## src/rtl/mdio_mgmt_pkg.sv

```systemverilog
// Shared constants and request type for the MDIO management controller.
// Assumes Clause-22 framing only; frame layout constants live here so the
// register file and the frame engine agree on them.
package mdio_mgmt_pkg;
    localparam int DATA_W  = 16;
    localparam int PHYAD_W = 5;
    localparam int REGAD_W = 5;
    localparam int PRE_LEN = 32;
    localparam int FRAME_LEN = PRE_LEN + 2 + 2 + PHYAD_W + REGAD_W + 2 + DATA_W;

    localparam logic [1:0] START_CODE = 2'b01;
    localparam logic [1:0] OPC_WRITE  = 2'b01;
    localparam logic [1:0] OPC_READ   = 2'b10;
    localparam logic [1:0] TURN_WRITE = 2'b10;

    // register select, taken from byte address bits 4:2
    localparam logic [2:0] SEL_CFG = 3'd0;
    localparam logic [2:0] SEL_CMD = 3'd1;
    localparam logic [2:0] SEL_TGT = 3'd2;
    localparam logic [2:0] SEL_WDT = 3'd3;
    localparam logic [2:0] SEL_STS = 3'd4;
    localparam logic [2:0] SEL_IND = 3'd5;

    typedef struct packed {
        logic               is_read;
        logic [PHYAD_W-1:0] phy;
        logic [REGAD_W-1:0] regad;
        logic [DATA_W-1:0]  wdata;
    } mdio_req_t;
endpackage

```

## src/rtl/mdio_clk_gen.sv

```systemverilog
// MDC generator: while run is high, toggles mdc every (div_sel+1)*PRESCALE
// system clocks and flags the cycle before each rising / falling edge.
// Assumes run drops to stop the clock; mdc is then forced low next cycle.
module mdio_clk_gen #(
    parameter int DIV_W    = 3,
    parameter int PRESCALE = 4
) (
    input  logic             clk,
    input  logic             rst_n,
    input  logic             run,
    input  logic [DIV_W-1:0] div_sel,
    output logic             mdc,
    output logic             rise_stb,
    output logic             fall_stb
);
    localparam int CNT_W = DIV_W + $clog2(PRESCALE) + 1;

    logic [CNT_W-1:0] cnt_q;
    logic [CNT_W-1:0] half_m1;
    logic             mdc_q;
    logic             wrap;

    // last count of one half period
    assign half_m1 = (CNT_W'(div_sel) + CNT_W'(1)) * CNT_W'(PRESCALE) - CNT_W'(1);
    assign wrap    = run && (cnt_q >= half_m1);

    // half-period counter and MDC toggle
    always_ff @(posedge clk) begin
        if (!rst_n || !run) begin
            cnt_q <= '0;
            mdc_q <= 1'b0;
        end else if (wrap) begin
            cnt_q <= '0;
            mdc_q <= ~mdc_q;
        end else begin
            cnt_q <= cnt_q + CNT_W'(1);
        end
    end

    assign mdc      = mdc_q;
    assign rise_stb = wrap && !mdc_q;
    assign fall_stb = wrap && mdc_q;


    mdc_idle_low_chk: assert property (@(posedge clk) disable iff (!rst_n)
        !run |=> !mdc_q);
endmodule

```

## src/rtl/mdio_frame_eng.sv

```systemverilog
// Frame engine: loads a 64-bit management frame on start, shifts one bit
// per MDC falling edge, releases MDIO for read turnaround/data and captures
// read bits on MDC rising edges. Assumes strobes come from mdio_clk_gen.
module mdio_frame_eng
    import mdio_mgmt_pkg::*;
(
    input  logic              clk,
    input  logic              rst_n,
    input  logic              start,
    input  mdio_req_t         req,
    input  logic              abort,
    input  logic              rise_stb,
    input  logic              fall_stb,
    input  logic              mdio_i,
    output logic              busy,
    output logic              rd_pending,
    output logic [DATA_W-1:0] rd_data,
    output logic              mdio_o,
    output logic              mdio_oe
);
    localparam int CNT_W = $clog2(FRAME_LEN);
    localparam logic [CNT_W-1:0] LAST_IDX = CNT_W'(FRAME_LEN - 1);
    localparam logic [CNT_W-1:0] TA_IDX   = CNT_W'(FRAME_LEN - DATA_W - 2);
    localparam logic [CNT_W-1:0] DATA_IDX = CNT_W'(FRAME_LEN - DATA_W);

    logic [FRAME_LEN-1:0] shreg_q;
    logic [CNT_W-1:0]     bitcnt_q;
    logic                 busy_q;
    logic                 is_rd_q;
    logic                 pend_q;
    logic [DATA_W-2:0]    cap_q;
    logic [DATA_W-1:0]    rdat_q;
    logic                 launch;
    logic [1:0]           opc;
    logic [1:0]           turn;
    logic [DATA_W-1:0]    dfield;

    assign launch = start && !busy_q;
    assign opc    = req.is_read ? OPC_READ : OPC_WRITE;
    assign turn   = req.is_read ? 2'b11 : TURN_WRITE;
    assign dfield = req.is_read ? '1 : req.wdata;

    // frame sequencing: load, shift on falling MDC, finish after last bit
    always_ff @(posedge clk) begin
        if (!rst_n) begin
            busy_q   <= 1'b0;
            is_rd_q  <= 1'b0;
            bitcnt_q <= '0;
            shreg_q  <= '1;
        end else if (abort) begin
            busy_q   <= 1'b0;
        end else if (launch) begin
            busy_q   <= 1'b1;
            is_rd_q  <= req.is_read;
            bitcnt_q <= '0;
            shreg_q  <= {{PRE_LEN{1'b1}}, START_CODE, opc, req.phy, req.regad, turn, dfield};
        end else if (busy_q && fall_stb) begin
            if (bitcnt_q == LAST_IDX) begin
                busy_q <= 1'b0;
            end else begin
                bitcnt_q <= bitcnt_q + CNT_W'(1);
                shreg_q  <= {shreg_q[FRAME_LEN-2:0], 1'b1};
            end
        end
    end

    // read capture and pending flag
    always_ff @(posedge clk) begin
        if (!rst_n) begin
            pend_q <= 1'b0;
            cap_q  <= '0;
            rdat_q <= '0;
        end else if (abort) begin
            pend_q <= 1'b0;
        end else if (launch && req.is_read) begin
            pend_q <= 1'b1;
        end else if (busy_q && is_rd_q && rise_stb && bitcnt_q >= DATA_IDX) begin
            cap_q <= {cap_q[DATA_W-3:0], mdio_i};
            if (bitcnt_q == LAST_IDX) begin
                rdat_q <= {cap_q, mdio_i};
                pend_q <= 1'b0;
            end
        end
    end

    assign busy       = busy_q;
    assign rd_pending = pend_q;
    assign rd_data    = rdat_q;
    assign mdio_o     = shreg_q[FRAME_LEN-1];
    assign mdio_oe    = busy_q && !(is_rd_q && bitcnt_q >= TA_IDX);


    busy_hold_chk: assert property (@(posedge clk) disable iff (!rst_n)
        busy_q && !fall_stb && !abort |=> busy_q && $stable(bitcnt_q) && $stable(is_rd_q));

    pend_in_busy_chk: assert property (@(posedge clk) disable iff (!rst_n)
        pend_q |-> busy_q);

    full_frame_chk: assert property (@(posedge clk) disable iff (!rst_n)
        $fell(busy_q) && !$past(abort) |-> $past(bitcnt_q) == LAST_IDX && $past(fall_stb));
endmodule

```

## src/rtl/mdio_regs.sv

```systemverilog
// Register file: decodes the six word registers, holds divider, read-start
// bit, target address and write data, and turns writes into frame starts or
// a soft reset. Assumes word-aligned accesses; reads are side-effect free.
module mdio_regs
    import mdio_mgmt_pkg::*;
#(
    parameter int          ADDR_W   = 5,
    parameter int          DIV_W    = 3,
    parameter int unsigned DIV_INIT = 7
) (
    input  logic              clk,
    input  logic              rst_n,
    input  logic              bus_wr,
    input  logic [ADDR_W-1:0] bus_addr,
    input  logic [31:0]       bus_wdata,
    output logic [31:0]       bus_rdata,
    input  logic              busy,
    input  logic              rd_pending,
    input  logic [DATA_W-1:0] rd_data,
    output logic [DIV_W-1:0]  div_sel,
    output logic              start,
    output mdio_req_t         req,
    output logic              soft_rst
);
    logic [2:0]         sel;
    logic               wr_cfg, wr_cmd, wr_tgt, wr_wdt;
    logic               start_wr, start_rd;
    logic [DIV_W-1:0]   div_q;
    logic               cmd_q;
    logic [PHYAD_W-1:0] phy_q;
    logic [REGAD_W-1:0] regad_q;
    logic [DATA_W-1:0]  wdt_q;
    logic               unused_bits;

    assign sel    = bus_addr[4:2];
    assign wr_cfg = bus_wr && sel == SEL_CFG;
    assign wr_cmd = bus_wr && sel == SEL_CMD;
    assign wr_tgt = bus_wr && sel == SEL_TGT;
    assign wr_wdt = bus_wr && sel == SEL_WDT;

    assign soft_rst = wr_cfg && bus_wdata[31];
    assign start_wr = wr_wdt && !busy;
    assign start_rd = wr_cmd && bus_wdata[0] && !cmd_q && !busy;
    assign start    = start_wr || start_rd;

    assign req.is_read = start_rd;
    assign req.phy     = phy_q;
    assign req.regad   = regad_q;
    assign req.wdata   = bus_wdata[DATA_W-1:0];
    assign div_sel     = div_q;

    // configuration and read-start bit
    always_ff @(posedge clk) begin
        if (!rst_n) begin
            div_q <= DIV_W'(DIV_INIT);
            cmd_q <= 1'b0;
        end else begin
            if (wr_cfg) div_q <= bus_wdata[DIV_W-1:0];
            if (soft_rst)    cmd_q <= 1'b0;
            else if (wr_cmd) cmd_q <= bus_wdata[0];
        end
    end

    // target address and write data
    always_ff @(posedge clk) begin
        if (!rst_n) begin
            phy_q   <= '0;
            regad_q <= '0;
            wdt_q   <= '0;
        end else begin
            if (wr_tgt) begin
                phy_q   <= bus_wdata[8 +: PHYAD_W];
                regad_q <= bus_wdata[0 +: REGAD_W];
            end
            if (start_wr) wdt_q <= bus_wdata[DATA_W-1:0];
        end
    end

    // read-data multiplexer
    always_comb begin
        bus_rdata = '0;
        case (sel)
            SEL_CFG: bus_rdata[DIV_W-1:0] = div_q;
            SEL_CMD: bus_rdata[0] = cmd_q;
            SEL_TGT: begin
                bus_rdata[8 +: PHYAD_W] = phy_q;
                bus_rdata[0 +: REGAD_W] = regad_q;
            end
            SEL_WDT: bus_rdata[DATA_W-1:0] = wdt_q;
            SEL_STS: bus_rdata[DATA_W-1:0] = rd_data;
            SEL_IND: begin
                bus_rdata[0] = busy;
                bus_rdata[2] = rd_pending;
            end
            default: bus_rdata = '0;
        endcase
    end

    assign unused_bits = ^{bus_addr[1:0], bus_wdata[30:16]};


    wdt_hold_chk: assert property (@(posedge clk) disable iff (!rst_n)
        busy |=> $stable(wdt_q));
endmodule

```

## src/rtl/mdio_mgmt_ctrl.sv

```systemverilog
// Top of the MDIO management controller: register file, MDC generator and
// frame engine. Assumes a single bus master and separate MDIO in/out pins
// with an external tri-state buffer driven by mdio_oe.
module mdio_mgmt_ctrl
    import mdio_mgmt_pkg::*;
#(
    parameter int          ADDR_W   = 5,
    parameter int          DIV_W    = 3,
    parameter int          PRESCALE = 4,
    parameter int unsigned DIV_INIT = 7
) (
    input  logic              clk,
    input  logic              rst_n,
    input  logic              bus_wr,
    input  logic [ADDR_W-1:0] bus_addr,
    input  logic [31:0]       bus_wdata,
    output logic [31:0]       bus_rdata,
    output logic              mdc,
    output logic              mdio_o,
    output logic              mdio_oe,
    input  logic              mdio_i
);
    logic              busy, rd_pending, start, soft_rst;
    logic              rise_stb, fall_stb;
    logic [DATA_W-1:0] rd_data;
    logic [DIV_W-1:0]  div_sel;
    mdio_req_t         req;

    mdio_regs #(.ADDR_W(ADDR_W), .DIV_W(DIV_W), .DIV_INIT(DIV_INIT)) u_regs (
        .clk(clk), .rst_n(rst_n), .bus_wr(bus_wr), .bus_addr(bus_addr),
        .bus_wdata(bus_wdata), .bus_rdata(bus_rdata), .busy(busy),
        .rd_pending(rd_pending), .rd_data(rd_data), .div_sel(div_sel),
        .start(start), .req(req), .soft_rst(soft_rst)
    );

    mdio_clk_gen #(.DIV_W(DIV_W), .PRESCALE(PRESCALE)) u_clk (
        .clk(clk), .rst_n(rst_n), .run(busy), .div_sel(div_sel),
        .mdc(mdc), .rise_stb(rise_stb), .fall_stb(fall_stb)
    );

    mdio_frame_eng u_eng (
        .clk(clk), .rst_n(rst_n), .start(start), .req(req), .abort(soft_rst),
        .rise_stb(rise_stb), .fall_stb(fall_stb), .mdio_i(mdio_i),
        .busy(busy), .rd_pending(rd_pending), .rd_data(rd_data),
        .mdio_o(mdio_o), .mdio_oe(mdio_oe)
    );


    abort_clears_chk: assert property (@(posedge clk) disable iff (!rst_n)
        soft_rst |=> !busy && !rd_pending);

    mdc_high_hold_chk: assert property (@(posedge clk) disable iff (!rst_n)
        mdc && $past(mdc) |-> $stable(mdio_o));

    idle_release_chk: assert property (@(posedge clk) disable iff (!rst_n)
        !busy |-> !mdio_oe);
endmodule

```

## config.mk

```make
export PLATFORM = sky130hd
export DESIGN_NAME = mdio_mgmt_ctrl
export DESIGN_NICKNAME = d
export VERILOG_FILES = /design/src/rtl/mdio_mgmt_pkg.sv /design/src/rtl/mdio_clk_gen.sv /design/src/rtl/mdio_frame_eng.sv /design/src/rtl/mdio_regs.sv /design/src/rtl/mdio_mgmt_ctrl.sv
export SDC_FILE = /design/constraint.sdc
export NUM_CORES = 1
export LEC_CHECK = 0
export BUFFER_PORTS_ARGS = -buffer_cell sky130_fd_sc_hd__buf_2
export CAP_MARGIN = 0
export CORE_MARGIN = 2
export CORE_UTILIZATION = 62
export CTS_CLUSTER_DIAMETER = 30
export DETAILED_ROUTE_END_ITERATION = 16
export PLACE_DENSITY_LB_ADDON = 0.1
export SLEW_MARGIN = 10
export SYNTH_ARGS = -nofsm -noshare
export SYNTH_HDL_FRONTEND = slang
export SYNTH_SLANG_ARGS = --single-unit
```

## constraint.sdc

```tcl
create_clock -name clk -period 4.49 [get_ports clk]
set_clock_uncertainty 0.15 [all_clocks]
set_input_delay 0.2245 -clock clk [delete_from_list [all_inputs] [get_ports clk]]
set_output_delay 0.2245 -clock clk [all_outputs]
set_load 0.05 [all_outputs]
```

==> After elaboration in Yosys (flattened, before gate mapping) <==
Index checks and enable logic that the tools add are counted.
{ "word_totals": {"reg_bits": 141} }
{ "classes": {"add_sub_neg": 4, "magnitude_cmp": 3, "eq_ne": 7, "n_mux": 21, "bitwise_logic": 4, "reduce_logical": 40} }
{ "op_table": {"columns": ["operator", "n"], "rows": [
  ["$mux 64", 3],
  ["$logic_and 1x1->1", 20],
  ["$mux 6", 3],
  ["$mux 16", 1],
  ["$pmux 5 s3", 1],
  ["$add 6x1->6 const B", 2],
  ["$ge 6x6->1 const B", 2],
  ["$pmux 3 s2", 2],
  ["$reduce_bool 2->1", 4],
  ["$eq 3x2->1 const B", 2],
  ["$eq 3x3->1 const B", 2],
  ["$eq 6x6->1 const B", 1],
  ["$ge 6x6->1", 1],
  ["$mux 1", 6],
  ["$pmux 1 s6", 1],
  ["$pmux 2 s3", 1],
  ["$reduce_and 2->1", 3],
  ["$reduce_and 3->1", 2],
  ["$sub 6x1->6 const B", 1],
  ["$logic_not 1->1", 5],
  ["$pmux 1 s5", 1],
  ["$add 3x1->4 const B", 1],
  ["$not 1->1", 4],
  ["$pmux 1 s4", 1],
  ["7 further kinds", 9]
]} }

==> Depth between registers and ports, before layout <==
{ "logic_depth": {"depth_word": 10, "depth_mapped": 14} }

==> Modules after synthesis <==
Synthesis repeated with hierarchy kept, for this count alone.
{ "unflattened": {"hier_cells": 685, "area_unflattened_um2": 6383.6} }
{ "by_module_without_submodules": {"columns": ["module", "n_inst", "cells_each", "area_each_um2"], "rows": [
  ["mdio_frame_eng", 1, 404, 4022.6],
  ["mdio_regs", 1, 233, 1939.4],
  ["mdio_clk_gen", 1, 48, 421.7]
]} }

==> Worst setup path before layout <==
OpenSTA, ideal clock, no wires.
{ "synth_timing": {"kind": "reg2reg", "startpoint": "register u_regs.div_q[0], in the netlist u_regs.div_sel[0]", "endpoint": "register u_eng.rdat_q[10], in the netlist u_eng.rd_data[10]", "arrival_time_ps": 2721, "required_ps": 4223, "setup_slack_ps": 1502, "stages_incl_launch_ff": 13, "n_path_buf": 1, "path_cell_list": "dfxtp_1 > ha_1 > o21ai_0 > nand2_1 > o21ai_0 > nand2_1 > ha_1 > o211ai_1 > o21ai_2 > or4b_1 > o31a_1 > buf_2 > a22o_1"} }
{ "synth_via": {"elab_chain_len": 8} }
{ "synth_lines": {"columns": ["item", "line", "text"], "rows": [
  ["start: declaration", "mdio_regs.sv:28", "logic [DIV_W-1:0] div_q;"],
  ["start signal: assignment", "mdio_regs.sv:55", "div_q <= DIV_W'(DIV_INIT);"],
  ["start signal: assignment", "mdio_regs.sv:58", "if (wr_cfg) div_q <= bus_wdata[DIV_W-1:0];"],
  ["$add 3x1->4", "mdio_clk_gen.sv:24", "assign half_m1 = (CNT_W'(div_sel) + CNT_W'(1)) * CNT_W'(PRESCALE) - CNT_W'(1);"],
  ["$sub 6x1->6", "mdio_clk_gen.sv:24", null],
  ["$ge 6x6->1", "mdio_clk_gen.sv:25", "assign wrap = run && (cnt_q >= half_m1);"],
  ["$logic_and 1x1->1", "mdio_clk_gen.sv:25", null],
  ["$logic_and 1x1->1", "mdio_clk_gen.sv:41", "assign rise_stb = wrap && !mdc_q;"],
  ["$logic_and 1x1->1 (2 in series)", "mdio_frame_eng.sv:77", "end else if (busy_q && is_rd_q && rise_stb && bitcnt_q >= DATA_IDX) begin"],
  ["$reduce_and 4->1 (no source line)", null, null],
  ["end signal: assignment", "mdio_frame_eng.sv:80", "rdat_q <= {cap_q, mdio_i};"],
  ["end: declaration", "mdio_frame_eng.sv:32", "logic [DATA_W-1:0] rdat_q;"]
]} }
Every way passes these cells.
A chain may end at the register's enable or synchronous reset.

==> Final worst setup path <==
{ "layout_timing": {"startpoint": "register u_regs.div_q[0], in the netlist u_regs.div_sel[0]", "endpoint": "register u_eng.rdat_q[4], in the netlist u_eng.rd_data[4]"} }
Same word-level chain as after synthesis.

==> impl_metrics.toml <==
[detailed_routing]
drc = 0
wl_per_cell_microns = 15.5
vias = 4964
drt_pass1_iterations = 5
viasPerCell = 5.70
postRouteWirelength_microns = 13500
drt_iter0_drc = 308
ant_nets = 0

[status]
status = "finished clean"

[clocking]
cts_root_buf = "clkbuf_8"
postCtsSetupRepairBufs = 0
cts_made_buffers = 17
cts_htree_levels = 4
clock_sinks = 141
path_clk_slew_ns = 0.06
cts_tree = "done"
clkLatencyLatePin_ns = 0.54
clk_path_buf_depth = 2
cts_resized = 0

[pwr]
p_int_mw = 2.06
p_leak_nw = 2.88
ir_drop_mv = 0.307
p_comb_share_pct = 6.5
p_sw_share_pct = 23.9
p_clk_share_pct = 46.6
p_sw_uw = 648
power_frac_seq_pct = 46.9
powerDensity_nw_per_um2 = 387

[setup_path]
crit_required_ns = 4.77
path_cells = "ha_1, o21ai_0, nand2_1, o21ai_0, nand2_1, ha_1, o211ai_1, o21ai_2, or4b_1, o31a_1, a22o_1"
critPathKind = "flop to flop"
timing.critical_path.arrival_ns = 3.81
critical_path_buf_inv_count = 0
slowest_stage = "or4b_1"
critPathMaxStageDelay_ns = 0.54
cp_top_family = "compound AO/OA/AOI/OAI gates"
worstSetupEndpointType = "flop"
cp_max_fo = 13
setup.worst_path.start_class = "flop"

[cells_and_area]
n_antenna_cell = 0
drive_gt1_share_pct = 14.1
finalNetCount = 776
area_growth_pct = 14.6
final_common_cell = "dfxtp_1"
final_cell_mix = "141 x dfxtp_1, 94 x nand2_1, 93 x nor2_1"
finish.instance_area_sq_um = 7000

[timing]
period_share_pct = 78.7
grt_setup_unrepaired = "no"
fmax_mhz = 283
setup_tns_ns = 0
drv_slew = 0
slew_headroom_pct = 46.5
setup_viol = 0
fin_crit_ns = 3.53
hold_viol = 0
worstMarginPinSlew_ns = 0.802

[synthesis]
ys_seq_area_share_pct = 46.3
async_flop_share_pct = 0
synth_flop_cell = "dfxtp_1"
synth-seq-cells = 141
avgSynthCellArea_sq_um = 8.84
synthCells = 690
synth_edf_count = 0
syn_area_sq_um = 6100
ys_types = 49
ys_warn_count = 0

[global_routing]
grt_pass1_vias = 4538
grt_overflow = 0
grt_pass1_wl_microns = 21700
grt_max_degree = 78
grt_antenna_before_repair = 0
grt_usage_pct = 26.7

[die]
die_w_microns = 103
coreArea_sq_um = 9680
dieArea_sq_um = 10700
start_util_pct = 63.0
fp.dieH_microns = 103
placementRows = 36
io_pins = 76

[place]
dpl-instance-area_sq_um = 6260
dp_hpwl_microns = 8760
globalplace.congestion = 0.839
io_buffers = 42

[job]
maxCapViolCount = 0

[min_path]
hold_path_class = "input pin to flop"
-- per-layer routing --
layer  vias to the layer above  routed length [microns]  GRT usage [%]
met5                         -                        0              0
met3                        24                      636           8.33
met4                         0                      225           8.70
li1                       2441                        -              -
met1                      2376                     5970           33.8
met2                       123                     6630           43.5
-- logic make-up after synthesis --
kind of cell / share of synthesized area (%)
and+or+nand+nor: 19.8
DFF: 46.3
AOI/OAI and AO/OA: 15.7
buffers and inverters: 6.07
muxes: 9.00
adders and majority gates: 1.85
xor gates and xnor gates: 1.29
other: 0.0615
-- area by class of cell --
cell class / count / area [sq um]
multi-input combinational: 491 / 2970
clock inverter: 9 / 62.6
inverter: 8 / 30.0
fill: 727 / 2690
timing repair buffer: 67 / 458
sequential: 141 / 2820
tap: 133 / 166
clock buffer: 22 / 483
-- cells in the mapped netlist, types with 2 or more instances --
cell type	n	area (sq um)
nor3_1	2	10.0
nor2b_1	4	25.0
a32oi_1	2	17.5
dfxtp_1	141	2820
inv_1	7	26.3
nand2_1	94	353
buf_4	20	150
o211ai_1	4	30.0
ha_1	9	113
xnor2_1	4	35.0
o31a_1	4	35.0
clkbuf_1	26	97.6
a211oi_1	14	105
nand2b_1	16	100
and2_1	3	18.8
xor2_1	5	43.8
nand4_1	5	31.3
nor3b_1	2	15.0
nand2_2	2	12.5
mux2i_1	38	380
a22o_1	18	158
buf_2	17	85.1
buf_1	2	7.51
mux2_2	15	169
and3b_1	2	17.5
a22oi_1	37	278
nand3_1	21	105
o21ai_2	2	17.5
and3_1	13	81.3
o21ai_0	14	70.1
a21oi_1	37	185
nor2_1	93	349
-- repair_timing --
item | CTS | global route
hold buffers | 19 | 0
endpoints found under the setup margin | 0 | 0
endpoints found under the hold margin | 47 | 0
-- stage by stage --
step	setup slack (ns)	util [%]	hold slack (ns)	power [mW]	std cells
2_1_floorplan	1.50	-	0.203	1.43	705
3_3_place_gp	1.06	64.6	0.274	1.45	821
3_5_place_dp	0.979	64.6	0.291	1.46	821
4_1_cts	0.973	72.2	0.0169	2.72	871
5_1_grt	0.722	72.2	0.0385	2.80	871
6_report	0.958	72.2	0.0312	2.71	871
-- power groups by stage --
stage          clock network (mW)  logic (mW)  registers [mW]
6_report                     1.26       0.176            1.27
5_1_grt                      1.34       0.191            1.27
4_1_cts                      1.28       0.174            1.27
3_5_place_dp                    0       0.161            1.30
3_3_place_gp                    0       0.158            1.30
2_1_floorplan                   0       0.139            1.29
-- state kept, by name, summed over array words and instances, names as in the netlist --
register,cells
u_regs.cmd_q,1
u_eng.is_rd_q,1
u_eng.cap_q,15
u_eng.bitcnt_q,6
u_regs.regad_q,5
u_regs.phy_q,5
u_clk.cnt_q,6
u_eng.busy,1
u_eng.rd_pending,1
u_eng.shreg_q,64
u_eng.rd_data,16
u_regs.div_sel,3
u_regs.wdt_q,16
u_clk.mdc,1
-- worst min-delay path: stages --
cell and delay (ns):
buf_2 0.12, nor4b_4 0.17, o211ai_1 0.15
-- final timing paths --
kind	from	endpoint	slack [ns]	depth (start not counted)
worst min register to register	u_clk.cnt_q[0]	u_clk.cnt_q[0]	0.29	1
worst max register to register	u_regs.div_sel[0]	u_eng.rd_data[4]	0.96	11
worst max-delay path	u_regs.div_sel[0]	u_eng.rd_data[4]	0.96	11
worst min-delay path	bus_wr	u_regs.div_sel[0]	0.03	3
Power figures use the tool's default switching activity.
